==> config.mk <==
export PLATFORM = sky130hd
export DESIGN_NAME = pwm_bank
export DESIGN_NICKNAME = d
export VERILOG_FILES = /design/src/rtl/pwm_bank_pkg.sv /design/src/rtl/pwm_bank_regs.sv /design/src/rtl/pwm_bank_chan.sv /design/src/rtl/pwm_bank.sv
export SDC_FILE = /design/constraint.sdc
export NUM_CORES = 1
export LEC_CHECK = 0
export BUFFER_PORTS_ARGS = -buffer_cell sky130_fd_sc_hd__buf_2
export CORE_MARGIN = 2
export CORE_UTILIZATION = 54
export DETAILED_ROUTE_END_ITERATION = 12
export PLACE_DENSITY = 0.78
export SLEW_MARGIN = 25
export SYNTH_ARGS = -nofsm -noshare
export SYNTH_HDL_FRONTEND = slang
export SYNTH_SLANG_ARGS = --single-unit
==> constraint.sdc <==
create_clock -name clk -period 6.4 [get_ports clk]
set_input_delay 0.32 -clock clk [delete_from_list [all_inputs] [get_ports clk]]
set_output_delay 0.32 -clock clk [all_outputs]
set_load 0.02 [all_outputs]
==> src/rtl/pwm_bank_pkg.sv <==
package pwm_bank_pkg;

  localparam int PHASE_W = 16;

  // Per-channel strobes and limits handed from the register block to a channel.
  typedef struct packed {
    logic               run;       // post-divider enable: counter released
    logic               tickEn;    // a counted source tick this cycle
    logic               srcLevel;  // selected source strobe (for bypass)
    logic               bypass;    // forward source instead of waveform
    logic               outEn;     // all gates open for the pin
    logic [PHASE_W-1:0] highLim;   // high count minus one
    logic [PHASE_W-1:0] lowLim;    // low count minus one
  } chanCtrl_t;

endpackage

==> src/rtl/pwm_bank_regs.sv <==
module pwm_bank_regs
  import pwm_bank_pkg::*;
#(
  parameter int NUM_CH  = 7,
  parameter int NUM_SRC = 5,
  parameter int ADDR_W  = 8
) (
  input  logic              clk,
  input  logic              rst_n,
  input  logic              wrEn,
  input  logic [ADDR_W-1:0] addr,
  input  logic [31:0]       wrData,
  output logic [31:0]       rdData,
  input  logic [NUM_SRC-1:0] srcTick,
  output chanCtrl_t         ctrl [NUM_CH]
);

  localparam int SEL_W     = 3;
  localparam int PAD_W     = 1 << SEL_W;
  localparam int BYP_BASE  = SEL_W * NUM_CH;
  localparam int MODE_BASE = NUM_CH;
  localparam int HI_BASE   = 16;
  localparam int LO_BASE   = 20;
  localparam int STRIDE    = 8;
  localparam logic [ADDR_W-1:0] ADDR_SEL  = ADDR_W'(0);
  localparam logic [ADDR_W-1:0] ADDR_OUT  = ADDR_W'(4);
  localparam logic [ADDR_W-1:0] ADDR_PRE  = ADDR_W'(8);
  localparam logic [ADDR_W-1:0] ADDR_POST = ADDR_W'(12);

  logic [SEL_W-1:0]   selQ [NUM_CH];
  logic [PHASE_W-1:0] hiQ  [NUM_CH];
  logic [PHASE_W-1:0] loQ  [NUM_CH];
  logic [NUM_CH-1:0]  bypQ, oeQ, modeQ, preQ, postQ;
  logic [NUM_CH-1:0]  hiHit, loHit;
  logic [PAD_W-1:0]   srcPad;

  assign srcPad = PAD_W'(srcTick);

  always_comb begin
    for (int c = 0; c < NUM_CH; c++) begin
      hiHit[c] = (addr == ADDR_W'(HI_BASE + STRIDE * c));
      loHit[c] = (addr == ADDR_W'(LO_BASE + STRIDE * c));
    end
  end

  always_ff @(posedge clk or negedge rst_n) begin
    if (!rst_n) begin
      for (int c = 0; c < NUM_CH; c++) begin
        selQ[c] <= '0;
        hiQ[c]  <= '0;
        loQ[c]  <= '0;
      end
      bypQ  <= '0;
      oeQ   <= '0;
      modeQ <= '0;
      preQ  <= '0;
      postQ <= '0;
    end else if (wrEn) begin
      if (addr == ADDR_SEL) begin
        for (int c = 0; c < NUM_CH; c++) begin
          if (!preQ[c]) selQ[c] <= wrData[SEL_W*c +: SEL_W];
          bypQ[c] <= wrData[BYP_BASE + c];
        end
      end
      if (addr == ADDR_OUT) begin
        oeQ   <= wrData[NUM_CH-1:0];
        modeQ <= wrData[MODE_BASE +: NUM_CH];
      end
      if (addr == ADDR_PRE)  preQ  <= wrData[NUM_CH-1:0];
      if (addr == ADDR_POST) postQ <= wrData[NUM_CH-1:0];
      for (int c = 0; c < NUM_CH; c++) begin
        if (hiHit[c]) hiQ[c] <= wrData[PHASE_W-1:0];
        if (loHit[c]) loQ[c] <= wrData[PHASE_W-1:0];
      end
    end
  end

  always_comb begin
    rdData = '0;
    if (addr == ADDR_SEL) begin
      for (int c = 0; c < NUM_CH; c++) begin
        rdData[SEL_W*c +: SEL_W] = selQ[c];
        rdData[BYP_BASE + c]     = bypQ[c];
      end
    end
    if (addr == ADDR_OUT) begin
      rdData[NUM_CH-1:0]         = oeQ;
      rdData[MODE_BASE +: NUM_CH] = modeQ;
    end
    if (addr == ADDR_PRE)  rdData[NUM_CH-1:0] = preQ;
    if (addr == ADDR_POST) rdData[NUM_CH-1:0] = postQ;
    for (int c = 0; c < NUM_CH; c++) begin
      if (hiHit[c]) rdData[PHASE_W-1:0] = hiQ[c];
      if (loHit[c]) rdData[PHASE_W-1:0] = loQ[c];
    end
  end

  for (genvar g = 0; g < NUM_CH; g++) begin : gCtrl
    logic lvl;
    assign lvl               = srcPad[selQ[g]];
    assign ctrl[g].run       = postQ[g];
    assign ctrl[g].srcLevel  = lvl;
    assign ctrl[g].tickEn    = lvl & preQ[g] & postQ[g];
    assign ctrl[g].bypass    = bypQ[g];
    assign ctrl[g].outEn     = oeQ[g] & preQ[g] & postQ[g];
    assign ctrl[g].highLim   = hiQ[g];
    assign ctrl[g].lowLim    = loQ[g];

    // source index frozen while pre-divider enable is set
    assert_sel_locked_R6: assert property (@(posedge clk) disable iff (!rst_n)
      preQ[g] |=> $stable(selQ[g]));
  end

  // a gate write lands in the register
  assert_pre_write_R2: assert property (@(posedge clk) disable iff (!rst_n)
    (wrEn && addr == ADDR_PRE) |=> (preQ == $past(wrData[NUM_CH-1:0])));

endmodule

==> src/rtl/pwm_bank_chan.sv <==
module pwm_bank_chan
  import pwm_bank_pkg::*;
(
  input  logic      clk,
  input  logic      rst_n,
  input  chanCtrl_t ctrl,
  output logic      outLine
);

  logic               phaseHigh;
  logic [PHASE_W-1:0] cnt;
  logic [PHASE_W-1:0] shHi, shLo;
  logic               periodEnd;

  assign periodEnd = ctrl.tickEn && !phaseHigh && (cnt == shLo);

  always_ff @(posedge clk or negedge rst_n) begin
    if (!rst_n) begin
      phaseHigh <= 1'b1;
      cnt       <= '0;
      shHi      <= '0;
      shLo      <= '0;
    end else if (!ctrl.run) begin
      phaseHigh <= 1'b1;
      cnt       <= '0;
      shHi      <= ctrl.highLim;
      shLo      <= ctrl.lowLim;
    end else if (ctrl.tickEn) begin
      if (phaseHigh) begin
        if (cnt == shHi) begin
          phaseHigh <= 1'b0;
          cnt       <= '0;
        end else begin
          cnt <= cnt + 1'b1;
        end
      end else if (periodEnd) begin
        phaseHigh <= 1'b1;
        cnt       <= '0;
        shHi      <= ctrl.highLim;
        shLo      <= ctrl.lowLim;
      end else begin
        cnt <= cnt + 1'b1;
      end
    end
  end

  assign outLine = ctrl.outEn & (ctrl.bypass ? ctrl.srcLevel : phaseHigh);

  // frozen channel sits in the start state
  assert_frozen_R8: assert property (@(posedge clk) disable iff (!rst_n)
    !ctrl.run |=> (phaseHigh && cnt == '0));

  // count stays within the limit of its phase
  assert_hi_bound_R3: assert property (@(posedge clk) disable iff (!rst_n)
    phaseHigh |-> (cnt <= shHi));
  assert_lo_bound_R3: assert property (@(posedge clk) disable iff (!rst_n)
    !phaseHigh |-> (cnt <= shLo));

  // latched counts move only at a period boundary
  assert_shadow_hold_R4: assert property (@(posedge clk) disable iff (!rst_n)
    (ctrl.run && !periodEnd) |=> ($stable(shHi) && $stable(shLo)));

  // no tick, running channel keeps its state
  assert_pause_R7: assert property (@(posedge clk) disable iff (!rst_n)
    (ctrl.run && !ctrl.tickEn) |=> ($stable(cnt) && $stable(phaseHigh)));

endmodule

==> src/rtl/pwm_bank.sv <==
module pwm_bank
  import pwm_bank_pkg::*;
#(
  parameter int NUM_CH  = 7,
  parameter int NUM_SRC = 5,
  parameter int ADDR_W  = 8
) (
  input  logic               clk,
  input  logic               rst_n,
  input  logic               regWrEn,
  input  logic [ADDR_W-1:0]  regAddr,
  input  logic [31:0]        regWrData,
  output logic [31:0]        regRdData,
  input  logic [NUM_SRC-1:0] srcTick,
  output logic [NUM_CH-1:0]  pwmOut
);

  chanCtrl_t chanCtrl [NUM_CH];

  pwm_bank_regs #(
    .NUM_CH (NUM_CH),
    .NUM_SRC(NUM_SRC),
    .ADDR_W (ADDR_W)
  ) u_regs (
    .clk    (clk),
    .rst_n  (rst_n),
    .wrEn   (regWrEn),
    .addr   (regAddr),
    .wrData (regWrData),
    .rdData (regRdData),
    .srcTick(srcTick),
    .ctrl   (chanCtrl)
  );

  for (genvar g = 0; g < NUM_CH; g++) begin : gChan
    pwm_bank_chan u_chan (
      .clk    (clk),
      .rst_n  (rst_n),
      .ctrl   (chanCtrl[g]),
      .outLine(pwmOut[g])
    );
  end

endmodule

* Yosys cells after proc, flatten, opt, wreduce, memory -nomap -nowiden
Cells that the tools add are included.
Cells by class: eq/ne operators 52, $add $sub $neg 7, reduce and logical (&&, ||, !) cells 54, bitwise logic cells 42, order comparisons 7, mux-type cells 165
Operator list (number):
- $mux 16 | 105
- $eq 16x16->1 | 14
- $add 16x1->16 const B | 7
- $eq 8x6->1 const B | 8
- $mux 1 | 49
- $reduce_and 3->1 | 14
- $reduce_and 2->1 | 18
- $and 1x1->1 | 35
- $eq 8x5->1 const B | 4
- $lt 3x4->1 const B | 7
- $mux 28 | 1
- $ne 2x1->1 const B | 14
- $bmux 1 s3 | 7
- $eq 8x4->1 const B | 2
- $eq 8x7->1 const B | 2
- $logic_and 1x1->1 | 14
- $mux 14 | 1
- $mux 7 | 2
- $ne 2x2->1 const B | 7
- $eq 8x3->1 const B | 1
- $logic_not 8->1 | 1
- $logic_not 1->1 | 7
- $not 1->1 | 7
Word-level totals: flip-flop bits (word level) 623, logic and storage cells 381

* Longest topological paths before layout
word-level depth 19, mapped depth 10

* Hierarchy
Synthesis repeated with hierarchy kept, for this count alone.
Unflattened totals: cells, all modules 2749, area total of the unflattened synthesis 32452.4 um^2
By module, submodules not included:
- pwm_bank_regs | area each 14072.2 um^2, cells an instance 1109, sequential area each 7006.7 um^2, instances 1
- pwm_bank_chan at gChan[0].u_chan ... | area each 2577.5 um^2, cells an instance 229, sequential area each 1227.4 um^2, instances 5
- pwm_bank_chan at gChan[6].u_chan | area each 2862.7 um^2, cells an instance 267, sequential area each 1227.4 um^2, instances 1
- pwm_bank_chan at gChan[5].u_chan | area each 2630.0 um^2, cells an instance 228, sequential area each 1227.4 um^2, instances 1

* Least setup slack after synthesis
OpenSTA, ideal clock, no wires.
kind input port to output port, from input port regAddr[7], to output port regRdData[10], path buffers 2, data arrival time 2311 ps, stages 7, path slack 3769 ps, path through buf_2 > or4b_1 > buf_2 > nor2_1 > a211oi_1 > o31a_1 > nor4_1
Between the ends: longest elaborated chain between the ends 17
RTL lines:
- from (decl) | line pwm_bank.sv:11 | input logic [ADDR_W-1:0] regAddr,
- $logic_not 8->1 | line pwm_bank_regs.sv:80 | if (addr == ADDR_SEL) begin
- $mux 28 | line pwm_bank_regs.sv:80
- $mux 14 | line pwm_bank_regs.sv:86 | if (addr == ADDR_OUT) begin
- $mux 16 | line pwm_bank_regs.sv:93 | if (hiHit[c]) rdData[PHASE_W-1:0] = hiQ[c];
- $mux 16 | line pwm_bank_regs.sv:94 | if (loHit[c]) rdData[PHASE_W-1:0] = loQ[c];
- $mux 16 | line pwm_bank_regs.sv:93
- $mux 16 | line pwm_bank_regs.sv:94
- $mux 16 | line pwm_bank_regs.sv:93
- $mux 16 | line pwm_bank_regs.sv:94
- $mux 16 | line pwm_bank_regs.sv:93
- $mux 16 | line pwm_bank_regs.sv:94
- $mux 16 | line pwm_bank_regs.sv:93
- $mux 16 | line pwm_bank_regs.sv:94
- $mux 16 | line pwm_bank_regs.sv:93
- $mux 16 | line pwm_bank_regs.sv:94
- $mux 16 | line pwm_bank_regs.sv:93
- $mux 16 (*) | line pwm_bank_regs.sv:94
- to (decl) | line pwm_bank.sv:13 | output logic [31:0] regRdData,
Every way passes the cells marked *; elsewhere a longest branch is shown, timed or not.

* Worst setup path after layout
from input port regAddr[4], to output port regRdData[10]
Same word-level chain as after synthesis.

==> results.cfg <==
[floorplan]
initial_core_util = 0.545
die-area_sq_um = 61600
rows = 89
fp.dieW_um = 248
dieHeight_um = 248
core_area_sq_um = 59000
io_pins = 87

[route]
dr.pass1.iters = 10
post_drt_wl_per_cell_um = 25.7
via_count = 23400
detail_route.iter0.violations = 2335
wl_met1_um = 37100
drcViolationCount = 0
topRoutingLayerUsed = met4
postRouteAntennaNets = 0
wl_met3_um = 7570
viasPerCell = 6.51
wirelength_um = 92500
wl_met2_um = 43800

[synth]
ys_seq_elements = 623
post-synth-top-area-fraction = 0.479
netlist_top_cells_count = dfrtp_1, mux2_2, nand3_1
synth_edf_count = 0
synth.distinct_cells = 88
synth_top_area_cell = dfrtp_1
synthArstFlopShare = 1.00
synth.area.top_cells = dfrtp_1, mux2_2, xor2_1
synth_cells = 2815
yosysMostFrequentCell = dfrtp_1
yosys_most_used_dff = dfrtp_1
yosys_warnings = 0
syn_avg_cell_area_sq_um = 11.4
synth_area_sq_um = 32200
seq_area_frac_synth = 0.485

[power_and_ir_drop]
p_leak_nw = 16.8
p_total_mw = 9.08
vdd_drop_max_v = 0.000298
p_per_area_nw_per_um2 = 259

[global_routing]
grt_pass1_vias = 23300
grt_max_degree = 177
grt_overflow = 0
grt_usage = 0.305
grt_pass1_wl_um = 142000
grt_antenna_before_repair = 1

[setup_path]
arrival_ps = 3680
critPathLaunchType = input pin
critPathRequiredTime_ps = 6080
critPathMaxStageDelay_ps = 950
crit_path_end_kind = output port
critPathBufInv = 2
cpMaxStageDelayCell = nor2_1
crit_fanout = 25
path_cells = buf_2 -> nand4bb_1 -> nor2_1 -> a221oi_1 -> o31a_1 -> nor4_1 -> buf_2
critPathMostFrequentCell = buf_2
path_class = input pin to output port
path_delay_family = simple AND/OR/NAND/NOR gates

[placed_design]
place_hpwl_um = 64700
dp_worst_setup_slack_ps = 2650
place_area_sq_um = 32600
dp_cells = 3458
io_buffers = 78
place_congestion = 0.976

[cts]
tritoncts = yes
cts.clk_slew.worst_paths_ps = 60
htree_num_levels = 3
clk_path_buf_depth = 3
clockRootBuffer = clkbuf_16
clk_latency_ps = 620
cts_buffers = 66
cts.sinks = 623
cts_resized = 0

[final_layout]
syn_to_final_growth_pct = 9.02
regArea_sq_um = 15600
drive_gt1_frac = 0.280
final_util = 0.594
fin_cells = 3594
fillCellCount = 4595
multi_input_area_sq_um = 15200
final_nets = 2821
design_area_sq_um = 35100

[timing]
finalCritPeriodShare = 0.626
finalWorstSetupSlack_ps = 2400
final_hold_viol_count = 0
rsz0062_at_grt = false
min_period_ps = 4000
fin_worst_skew_ps = 30.8
finalSetupViolations = 0
slew_headroom = 0.339
finalMaxSlewViolations = 0
tightestPinTransition_ps = 992
fmax_ghz = 0.250
hold_ws_ps = 302
setup_tns_ps = 0

[flow_run]
maxCapViolCount = 0

[outcome]
outcome = complete, no violations

[hold_path]
min_path_type = input pin to asynchronous set/reset pin
==> state kept, by name, indices dropped and copies added (netlist names) <==
register	count
u_regs.postQ	7
gChan.u_chan.shHi	112
gChan.u_chan.shLo	112
gChan.u_chan.phaseHigh	7
u_regs.ctrl	224
gChan.u_chan.cnt	112
u_regs.modeQ	7
u_regs.preQ	7
u_regs.bypQ	7
u_regs.selQ	21
u_regs.oeQ	7
==> area by class of cell <==
class                           instances  share of cell area
Antenna cell                            2            0.000143
Clock buffer                           89              0.0530
Clock inverter                         32              0.0128
Inverter                               47             0.00503
Multi-Input combinational cell       1907               0.434
Sequential cell                       623               0.445
Tap cell                              773              0.0276
Timing Repair Buffer                  121              0.0225
==> report_power, final <==
group	internal (mW)	leakage (nW)	switching (mW)
Clock	2.43	1.14	1.63
Combinational	0.305	7.10	0.447
Sequential	4.10	8.59	0.168
==> cells in the final DEF, fill, tap and decap left out, types with 18 or more instances in the layout <==
master     instances
nor4_1            44
xnor2_1           94
mux2_4            29
buf_2             76
a31oi_1           75
xor2_1           136
nand2_1          149
and3_1            44
nand4_1           56
nand3_1          150
o21ai_0           65
a211oi_1          19
nor3_1            41
dfrtp_1          616
clkbuf_16         68
o211ai_1          18
a21oi_1           67
o22ai_1           32
mux2_2           485
mux2i_1           68
inv_1             47
nor2_1            88
buf_4             27
==> cell families (layout without fill, tap and decap cells) <==
logic type | count (synthesis) | in the layout | synth area share
AO/OA/AOI/OAI | 399 | 399 | 0.0828
adder cells (fa/ha/maj) | 7 | 7 | 0.00272
flip-flops | 623 | 623 | 0.485
other | 1 | 6 | 0.000117
multiplexers | 599 | 599 | 0.215
AND/OR/NAND/NOR | 668 | 668 | 0.109
buffers and inverters | 288 | 289 | 0.0430
XOR/XNOR | 230 | 230 | 0.0626
==> worst register-to-register path: cells and delay by family, from the launching register on <==
| family | cells | cell delay (ps) |
|---|---|---|
| AOI/OAI and AO/OA | 1 | 680 |
| xor gates and xnor gates | 1 | 250 |
| buffers and inverters | 1 | 380 |
| DFF | 1 | 500 |
| muxes | 1 | 380 |
| and+or+nand+nor | 3 | 910 |
==> routing by layer <==
metal,vias to the layer above,track usage
met5,-,0
met4,0,0.122
met3,237,0.0610
met2,1039,0.493
met1,12000,0.405
li1,10100,-
==> final timing paths <==
check | startpoint | to | slack (ps) | depth (start not counted)
setup / recovery | regAddr[4] | regRdData[10] | 2400 | 7
hold / removal | rst_n | gChan[5].u_chan.cnt[12] | 300 | 2
setup reg to reg | gChan[5].u_chan.cnt[5] | gChan[5].u_chan.shHi[10] | 3190 | 7
min in group clk | regWrData[10] | u_regs.ctrl[248] | 360 | 2
max in group asynchronous | rst_n | gChan[1].u_chan.cnt[10] | 4720 | 3
hold reg to reg | u_regs.modeQ[2] | u_regs.modeQ[2] | 510 | 1
==> what timing repair did <==
item                      in CTS  in global routing
hold buffers                  13                  0
buffers inserted               0                  0
hold endpoints to repair      80                  0
No activity file was read; power rests on OpenSTA's default activity.
